### src/rtl/psc_pkg.sv
package psc_pkg;
   function automatic int unsigned psc_run_max(input int unsigned bits);
      return (1 << bits) - 1;
   endfunction
endpackage

### src/rtl/psc_sync.sv
module psc_sync #(
   parameter int STAGES = 2
) (
   input  logic clk,
   input  logic rst_n,
   input  logic d_async,
   output logic q_sync
);
   logic [STAGES-1:0] chain;

   generate
      if (STAGES < 2) begin : g_bad_stages
         $error("psc_sync: STAGES must be at least 2");
      end
   endgenerate

   always_ff @(posedge clk or negedge rst_n) begin
      if (!rst_n) chain <= '0;
      else        chain <= {chain[STAGES-2:0], d_async};
   end

   assign q_sync = chain[STAGES-1];
endmodule

### src/rtl/psc_filter.sv
module psc_filter #(
   parameter int STABLE_BITS = 16
) (
   input  logic clk,
   input  logic rst_n,
   input  logic level_in,
   output logic level_out,
   output logic rise_pulse
);
   logic [STABLE_BITS-1:0] run_q;
   logic                   lvl_q;
   logic                   rise_q;

   generate
      if (STABLE_BITS < 1 || STABLE_BITS > 30) begin : g_bad_bits
         $error("psc_filter: STABLE_BITS out of range");
      end
   endgenerate

   always_ff @(posedge clk or negedge rst_n) begin
      if (!rst_n) begin
         run_q  <= '0;
         lvl_q  <= 1'b0;
         rise_q <= 1'b0;
      end else begin
         rise_q <= 1'b0;
         if (level_in != lvl_q) begin
            if (run_q == '1) begin
               lvl_q  <= level_in;
               run_q  <= '0;
               rise_q <= level_in;
            end else begin
               run_q <= run_q + 1'b1;
            end
         end else begin
            run_q <= '0;
         end
      end
   end

   assign level_out  = lvl_q;
   assign rise_pulse = rise_q;
endmodule

### src/rtl/psc_core.sv
module psc_core #(
   parameter int WIDTH = 3
) (
   input  logic             clk,
   input  logic             rst_n,
   input  logic             step,
   input  logic             load,
   input  logic [WIDTH-1:0] preset,
   output logic [WIDTH-1:0] count
);
   logic [WIDTH-1:0] cnt_q;
   logic [WIDTH-1:0] flip;
   logic [WIDTH-1:0] nxt;

   genvar i;
   generate
      for (i = 0; i < WIDTH; i++) begin : g_bit
         if (i == 0) begin : g_lsb
            assign flip[i] = 1'b1;
         end else begin : g_upper
            assign flip[i] = &cnt_q[i-1:0];
         end
         assign nxt[i] = (load & preset[i]) | (~load & (cnt_q[i] ^ flip[i]));
      end
   endgenerate

   always_ff @(posedge clk or negedge rst_n) begin
      if (!rst_n)    cnt_q <= '0;
      else if (step) cnt_q <= nxt;
   end

   assign count = cnt_q;
endmodule

### src/rtl/press_step_counter.sv
module press_step_counter #(
   parameter int WIDTH          = 3,
   parameter int SYNC_STAGES    = 2,
   parameter int STABLE_BITS    = 16,
   parameter bit LED_ACTIVE_LOW = 1'b1
) (
   input  logic             clk,
   input  logic             rst_n,
   input  logic             btn_raw,
   input  logic             load,
   input  logic [WIDTH-1:0] preset,
   output logic [WIDTH-1:0] led_drv
);
   import psc_pkg::*;

   localparam int unsigned RUN_MAX = psc_run_max(STABLE_BITS);

   logic             btn_sync;
   logic             btn_level;
   logic             step_pulse;
   logic [WIDTH-1:0] count;

   generate
      if (WIDTH < 1 || WIDTH > 32) begin : g_bad_width
         $error("press_step_counter: WIDTH out of range");
      end
      if (RUN_MAX < 1) begin : g_bad_run
         $error("press_step_counter: filter window too short");
      end
   endgenerate

   psc_sync #(.STAGES(SYNC_STAGES)) u_sync (
      .clk     (clk),
      .rst_n   (rst_n),
      .d_async (btn_raw),
      .q_sync  (btn_sync)
   );

   psc_filter #(.STABLE_BITS(STABLE_BITS)) u_filt (
      .clk        (clk),
      .rst_n      (rst_n),
      .level_in   (btn_sync),
      .level_out  (btn_level),
      .rise_pulse (step_pulse)
   );

   psc_core #(.WIDTH(WIDTH)) u_core (
      .clk    (clk),
      .rst_n  (rst_n),
      .step   (step_pulse),
      .load   (load),
      .preset (preset),
      .count  (count)
   );

   generate
      if (LED_ACTIVE_LOW) begin : g_led_low
         assign led_drv = ~count;
      end else begin : g_led_high
         assign led_drv = count;
      end
   endgenerate
endmodule

### config.mk
export PLATFORM = sky130hd
export DESIGN_NAME = press_step_counter
export DESIGN_NICKNAME = d
export VERILOG_FILES = /design/src/rtl/psc_pkg.sv /design/src/rtl/psc_sync.sv /design/src/rtl/psc_filter.sv /design/src/rtl/psc_core.sv /design/src/rtl/press_step_counter.sv
export SDC_FILE = /design/constraint.sdc
export NUM_CORES = 1
export LEC_CHECK = 0
export BUFFER_PORTS_ARGS = -buffer_cell sky130_fd_sc_hd__clkbuf_2
export CAP_MARGIN = 30
export CELL_PAD_IN_SITES_DETAIL_PLACEMENT = 1
export CELL_PAD_IN_SITES_GLOBAL_PLACEMENT = 1
export CORE_MARGIN = 5
export CORE_UTILIZATION = 48
export DETAILED_ROUTE_END_ITERATION = 16
export MAX_ROUTING_LAYER = met4
export PLACE_DENSITY_LB_ADDON = 0.1
export SYNTH_ARGS = -nofsm -noshare
export SYNTH_HDL_FRONTEND = slang
export SYNTH_SLANG_ARGS = --single-unit
### constraint.sdc
create_clock -name clk -period 5 [get_ports clk]
set_clock_uncertainty 0.2 [all_clocks]
set_input_delay 0.25 -clock clk [delete_from_list [all_inputs] [get_ports clk]]
set_output_delay 0.25 -clock clk [all_outputs]
set_load 0.1 [all_outputs]
Word-level counts from Yosys, hierarchy flattened
Index checks and enable logic that the tools add are counted.
{ "word_totals": {"mem_count": 0, "romBits": 0, "latch_bits": 0, "mem_bits_rw": 0, "inputBits": 7, "ff_bits": 23, "out_inout_bits": 3} }
{ "op_classes": {"shifts": 0, "mul": 0, "n_bitwise": 14, "n_div": 0, "muxes": 4, "addsub": 1, "n_lt_le_gt_ge": 0, "reduce_logical": 2, "n_eq_ne": 2} }
{ "op_table": {"columns": ["cell", "n"], "rows": [
  ["two-way mux 16 bit", 2],
  ["adder 16 x 1 -> 16 bit, second input constant", 1],
  ["equality test 16 bit, second input constant", 1],
  ["AND 1 bit", 6],
  ["AND reduction 2 bit", 2],
  ["NOT 3 bit", 1],
  ["bitwise OR 1 bit", 3],
  ["two-way mux 1 bit", 2],
  ["NOT 1 bit", 2],
  ["XOR 1 bit", 2],
  ["inequality test 1 bit", 1]
]} }

Longest topological paths before layout
{ "depth": {"word_depth": 4, "mapped_depth": 6} }

Hierarchy
Synthesis repeated with hierarchy kept, for this count alone.
{ "unflattened": {"hier_cells": 102, "area_unflattened_um2": 1101.1} }
{ "modules_own_cells": {"columns": ["module", "cells_each", "area_each_um2", "instances", "seq_area_each_um2"], "rows": [
  ["psc_filter", 82, 879.6, 1, 450.4],
  ["psc_core", 15, 160.2, 1, 75.1],
  ["psc_sync", 2, 50.0, 1, 50.0],
  ["press_step_counter", 3, 11.3, 1, 0.0]
]} }

Worst setup path after synthesis
Ideal clock, no wire load.
{ "synth_timing": {"path_type": "flip-flop to flip-flop", "start": "reg u_filt.run_q[0]", "end": "reg u_filt.lvl_q, in the netlist u_filt.level_out", "path_buffers": 0, "arrival_time_ns": 1.534, "stages_incl_launch_ff": 6, "path_slack_ns": 3.141, "synth_period_minus_slack_ns": 1.859, "cell_sequence": "dfrtp_1 -> ha_1 -> and4_4 -> nand2_4 -> or3_4 -> mux2_4"} }
{ "synth_via": {"elab_chain_len": 2} }
{ "synth_lines": {"columns": ["element", "line_no", "source"], "rows": [
  ["start, declared", "psc_filter.sv:10", "logic [STABLE_BITS-1:0] run_q;"],
  ["start signal, assigned", "psc_filter.sv:33", "run_q <= run_q + 1'b1;"],
  ["equality test 16 bit", "psc_filter.sv:28", "if (run_q == '1) begin"],
  ["AND reduction 2 bit (no source line)", null, null],
  ["end signal, assigned", "psc_filter.sv:29", "lvl_q <= level_in;"],
  ["end, declared", "psc_filter.sv:11", "logic lvl_q;"]
]} }
Every way passes these cells.
A chain may end at the register's enable or synchronous reset.

Worst setup path after layout
{ "layout_timing": {"start": "reg u_filt.run_q[0]", "end": "reg u_filt.run_q[7]"} }
{ "layout_via": {"elab_chain_len": 3} }
{ "layout_lines": {"columns": ["element", "line_no", "source"], "rows": [
  ["adder 16 x 1 -> 16 bit / equality test 16 bit (equally long branches)", "psc_filter.sv:33, psc_filter.sv:28", null],
  ["two-way mux 16 bit *", "psc_filter.sv:28", null],
  ["two-way mux 16 bit *", "psc_filter.sv:27", "if (level_in != lvl_q) begin"]
]} }
Mark *: on every way between the ends. The rest lies on a longest branch, timed or not.

==> flow_summary.ini <==
[outcome]
outcome = complete, no violations

[final_layout]
non_filler_cell_area_final_sq_um = 1212
fin_nets = 125
layout-drive-gt1-share_pct = 15.65
synthToLayoutAreaGrowth_pct = 11.12
fillCellCount = 254
antenna_cells = 0

[synth]
syn_avg_cell_area_sq_um = 10.80
synth_nets = 110
synth_warnings = 0
ys_ff_latch = 23
ys_types = 27
synth-seq-area-share_pct = 52.75
postSynthCellCount = 101
syn-cell-area_sq_um = 1091

[detailed_routing]
vias = 762
avgViaCountPerCell = 5.329
routedWlPerCell_um = 14.73
drt.antenna.violating_nets = 0
drtPass1Iterations = 4
drt_iter0_markers = 11
detail_route.drc_violations = 0
postRouteWirelength_mm = 2.107

[critical_path]
timing.setup.critical_path_class = flop to flop
cp.arrival_ps = 2190
worst-path-buf-inv = 1
max_stage_delay_ps = 580
worstPathMaxFanout = 6
crit_path_cell_trace = ha_1 > and4_4 > nand2_4 > o31ai_1 > buf_2 > nor2_1
critPathTopFamily = compound AO/OA/AOI/OAI gates
endpoint_kind = flop
required_ps = 5010
crit_slowest_cell = sky130_fd_sc_hd__o31ai_1
critical_path.startpoint_type = flop

[pwr]
clock_power_share_pct = 29.0
power_switching_uw = 64.40
seq_power_share_pct = 65.7
power_density_nw_per_um2 = 239.9
switching_share_pct = 22.15
power.ir.vdd_worst_v = 0.0001428
power_leakage_nw = 0.5948
intPower_uw = 226.4
combPwrFrac_pct = 5.3

[timing]
tightest_slew_ps = 625.5
achievable-frequency_mhz = 458.9
grt_setup_unrepaired = no
setup_viol_count_final = 0
final_min_period_over_clock_period_pct = 43.58
final_period_minus_worst_setup_slack_ps = 2179
aggregate_negative_setup_slack_ps = 0
slew_headroom_pct = 57.94
timing.final.hold_violations = 0
final-max-slew-violation-count = 0

[global_route]
grt_first_pass_wirelength_mm = 4.064
grt_pass1_vias = 894
grt_antenna_before_repair = 0
global_route.usage.total_pct = 15.89
grt_max_degree = 24
grt.overflow.total = 0

[clock_network]
cts.sinks = 23
cts-buffers-inserted = 3
clock_insertion_delay_at_the_later_pin_of_the_skew_report_ps = 300
cts_hold_repair.buffers = 3
clk_transition_reported_paths_ps = 120
htree_num_levels = 1
cts_buffer_depth = 2
cts_root_buffer = sky130_fd_sc_hd__clkbuf_4
post_cts_resized = 0
postCtsSetupBuffers = 0
cts_tree = yes

[place]
place.port_buffers = 9
detailed_place_hpwl_mm = 1.583
placed_cell_area_sq_um = 1156
gpl.final_weighted_congestion = 0.7303

[floorplanning]
std_cell_rows = 17
top_level_ports = 10
design.die.area_sq_um = 3326
die_outline_height_um = 57.68
floorplan.initialDensity_pct = 49.80
fp.coreArea_sq_um = 2191
fp.dieW_um = 57.68

[job]
maxCapViolations = 0

[worst_hold_path]
worstHoldPathType = primary input to flop
## cells in the mapped netlist (all sizes together)
cell type / n / area (sq um)
a21oi: 1 / 5.000
a22oi: 1 / 7.510
a31oi: 1 / 6.260
and2: 2 / 12.51
and3: 3 / 20.02
and4: 5 / 46.29
buf: 2 / 16.26
clkbuf: 1 / 3.750
dfrtp: 23 / 575.6
ha: 2 / 25.02
inv: 4 / 15.01
mux2: 1 / 15.01
mux2i: 2 / 20.02
nand2: 5 / 26.27
nand3: 6 / 30.03
nand4: 5 / 31.28
nor2: 16 / 60.06
nor3b: 2 / 15.01
o21ai: 2 / 10.01
o31ai: 1 / 7.510
or3: 1 / 11.26
xnor2: 3 / 26.28
xor2: 12 / 105.1
## cells by family (layout without fill, tap and decap cells)
family	Yosys count	count (layout)	share of synthesized area [%]
buffers and inverters	7	21	3.210
adders and majority gates	2	2	2.293
AOI/OAI and AO/OA	6	6	3.326
and+or+nand+nor	45	45	23.16
muxes	3	3	3.211
DFF	23	23	52.75
xor gates and xnor gates	15	15	12.04
## worst paths after layout
path | from | endpoint | slack [ps] | cells after the start
hold / removal | preset[1] | u_core.count[1]$_DFFE_PN0P_ | 50 | 3
max in group asynchronous | rst_n | u_filt.run_q[2]$_DFF_PN0_ | 3970 | 2
min in group asynchronous | rst_n | u_filt.run_q[10]$_DFF_PN0_ | 260 | 2
hold reg to reg | u_sync.chain[0]$_DFF_PN0_ | u_sync.chain[1]$_DFF_PN0_ | 160 | 0
setup reg to reg | u_filt.run_q[0]$_DFF_PN0_ | u_filt.run_q[7]$_DFF_PN0_ | 2820 | 6
setup / recovery | u_filt.run_q[0]$_DFF_PN0_ | u_filt.run_q[7]$_DFF_PN0_ | 2820 | 6
## power groups by stage
stage / registers [mW] / logic (mW) / clock network, mW
after global routing: 0.192 / 0.0183 / 0.0985
after detailed placement: 0.195 / 0.0142 / 0
after CTS: 0.191 / 0.0160 / 0.0887
final: 0.191 / 0.0153 / 0.0843
after floorplan: 0.194 / 0.00592 / 0
after global placement: 0.195 / 0.0132 / 0
## layout by cell type, fill, tap and decap left out, types with 2 or more instances in the layout
master,instances
sky130_fd_sc_hd__and2_1,2
sky130_fd_sc_hd__and3_1,2
sky130_fd_sc_hd__and4_1,4
sky130_fd_sc_hd__clkbuf_2,9
sky130_fd_sc_hd__clkbuf_4,3
sky130_fd_sc_hd__dfrtp_1,23
sky130_fd_sc_hd__dlygate4sd3_1,3
sky130_fd_sc_hd__ha_1,2
sky130_fd_sc_hd__inv_1,4
sky130_fd_sc_hd__mux2i_1,2
sky130_fd_sc_hd__nand2_1,4
sky130_fd_sc_hd__nand3_1,6
sky130_fd_sc_hd__nand4_1,5
sky130_fd_sc_hd__nor2_1,16
sky130_fd_sc_hd__nor3b_1,2
sky130_fd_sc_hd__o21ai_0,2
sky130_fd_sc_hd__xnor2_1,3
sky130_fd_sc_hd__xor2_1,12
## flip-flops by register name, summed over array words and instances (netlist names)
name and flops:
u_core.count 3, u_filt.level_out 1, u_filt.run_q 16, u_sync.chain 2
u_filt.rise_pulse 1
## metal layers
layer / global-route usage, % / wire length (um) / up-vias / part of all wire (%)
li1: - / - / 371 / -
met1: 21.10 / 1054 / 382 / 50
met2: 25.00 / 981 / 7 / 47
met3: 2.227 / 54 / 2 / 2.6
met4: 5.298 / 17 / 0 / 0.81
met5: - / 0 / - / 0
## worst register-to-register path, stage by stage, from the launching register on
cell and delay, ps:
sky130_fd_sc_hd__dfrtp_1 410, sky130_fd_sc_hd__ha_1 210, sky130_fd_sc_hd__and4_4 290, sky130_fd_sc_hd__nand2_4 60, sky130_fd_sc_hd__o31ai_1 580, sky130_fd_sc_hd__buf_2 280
sky130_fd_sc_hd__nor2_1 60
## per-stage QoR
step                      utilization [%]  setup slack (ps)  power, mW  hold WS (ps)  std cells
after floorplan                         -              3141     0.2001        -245.6        101
final                               55.34              2821     0.2908         54.05        143
after CTS                           55.34              2775     0.2959         52.49        143
after detailed placement            52.77              2779     0.2090         72.48        136
after global routing                55.34              2576     0.3086         116.8        143
after global placement              52.54              2610     0.2077         66.41        135
## cell type report
| class | count | area, sq um | area share [%] |
|---|---|---|---|
| Sequential cell | 23 | 575.6 | 47.47 |
| Multi-Input combinational cell | 71 | 480.5 | 39.63 |
| Timing Repair Buffer | 13 | 80.08 | 6.605 |
| Tap cell | 28 | 35.03 | 2.890 |
| Clock buffer | 4 | 26.28 | 2.167 |
| Inverter | 4 | 15.01 | 1.238 |
No activity file was read; power rests on OpenSTA's default activity.
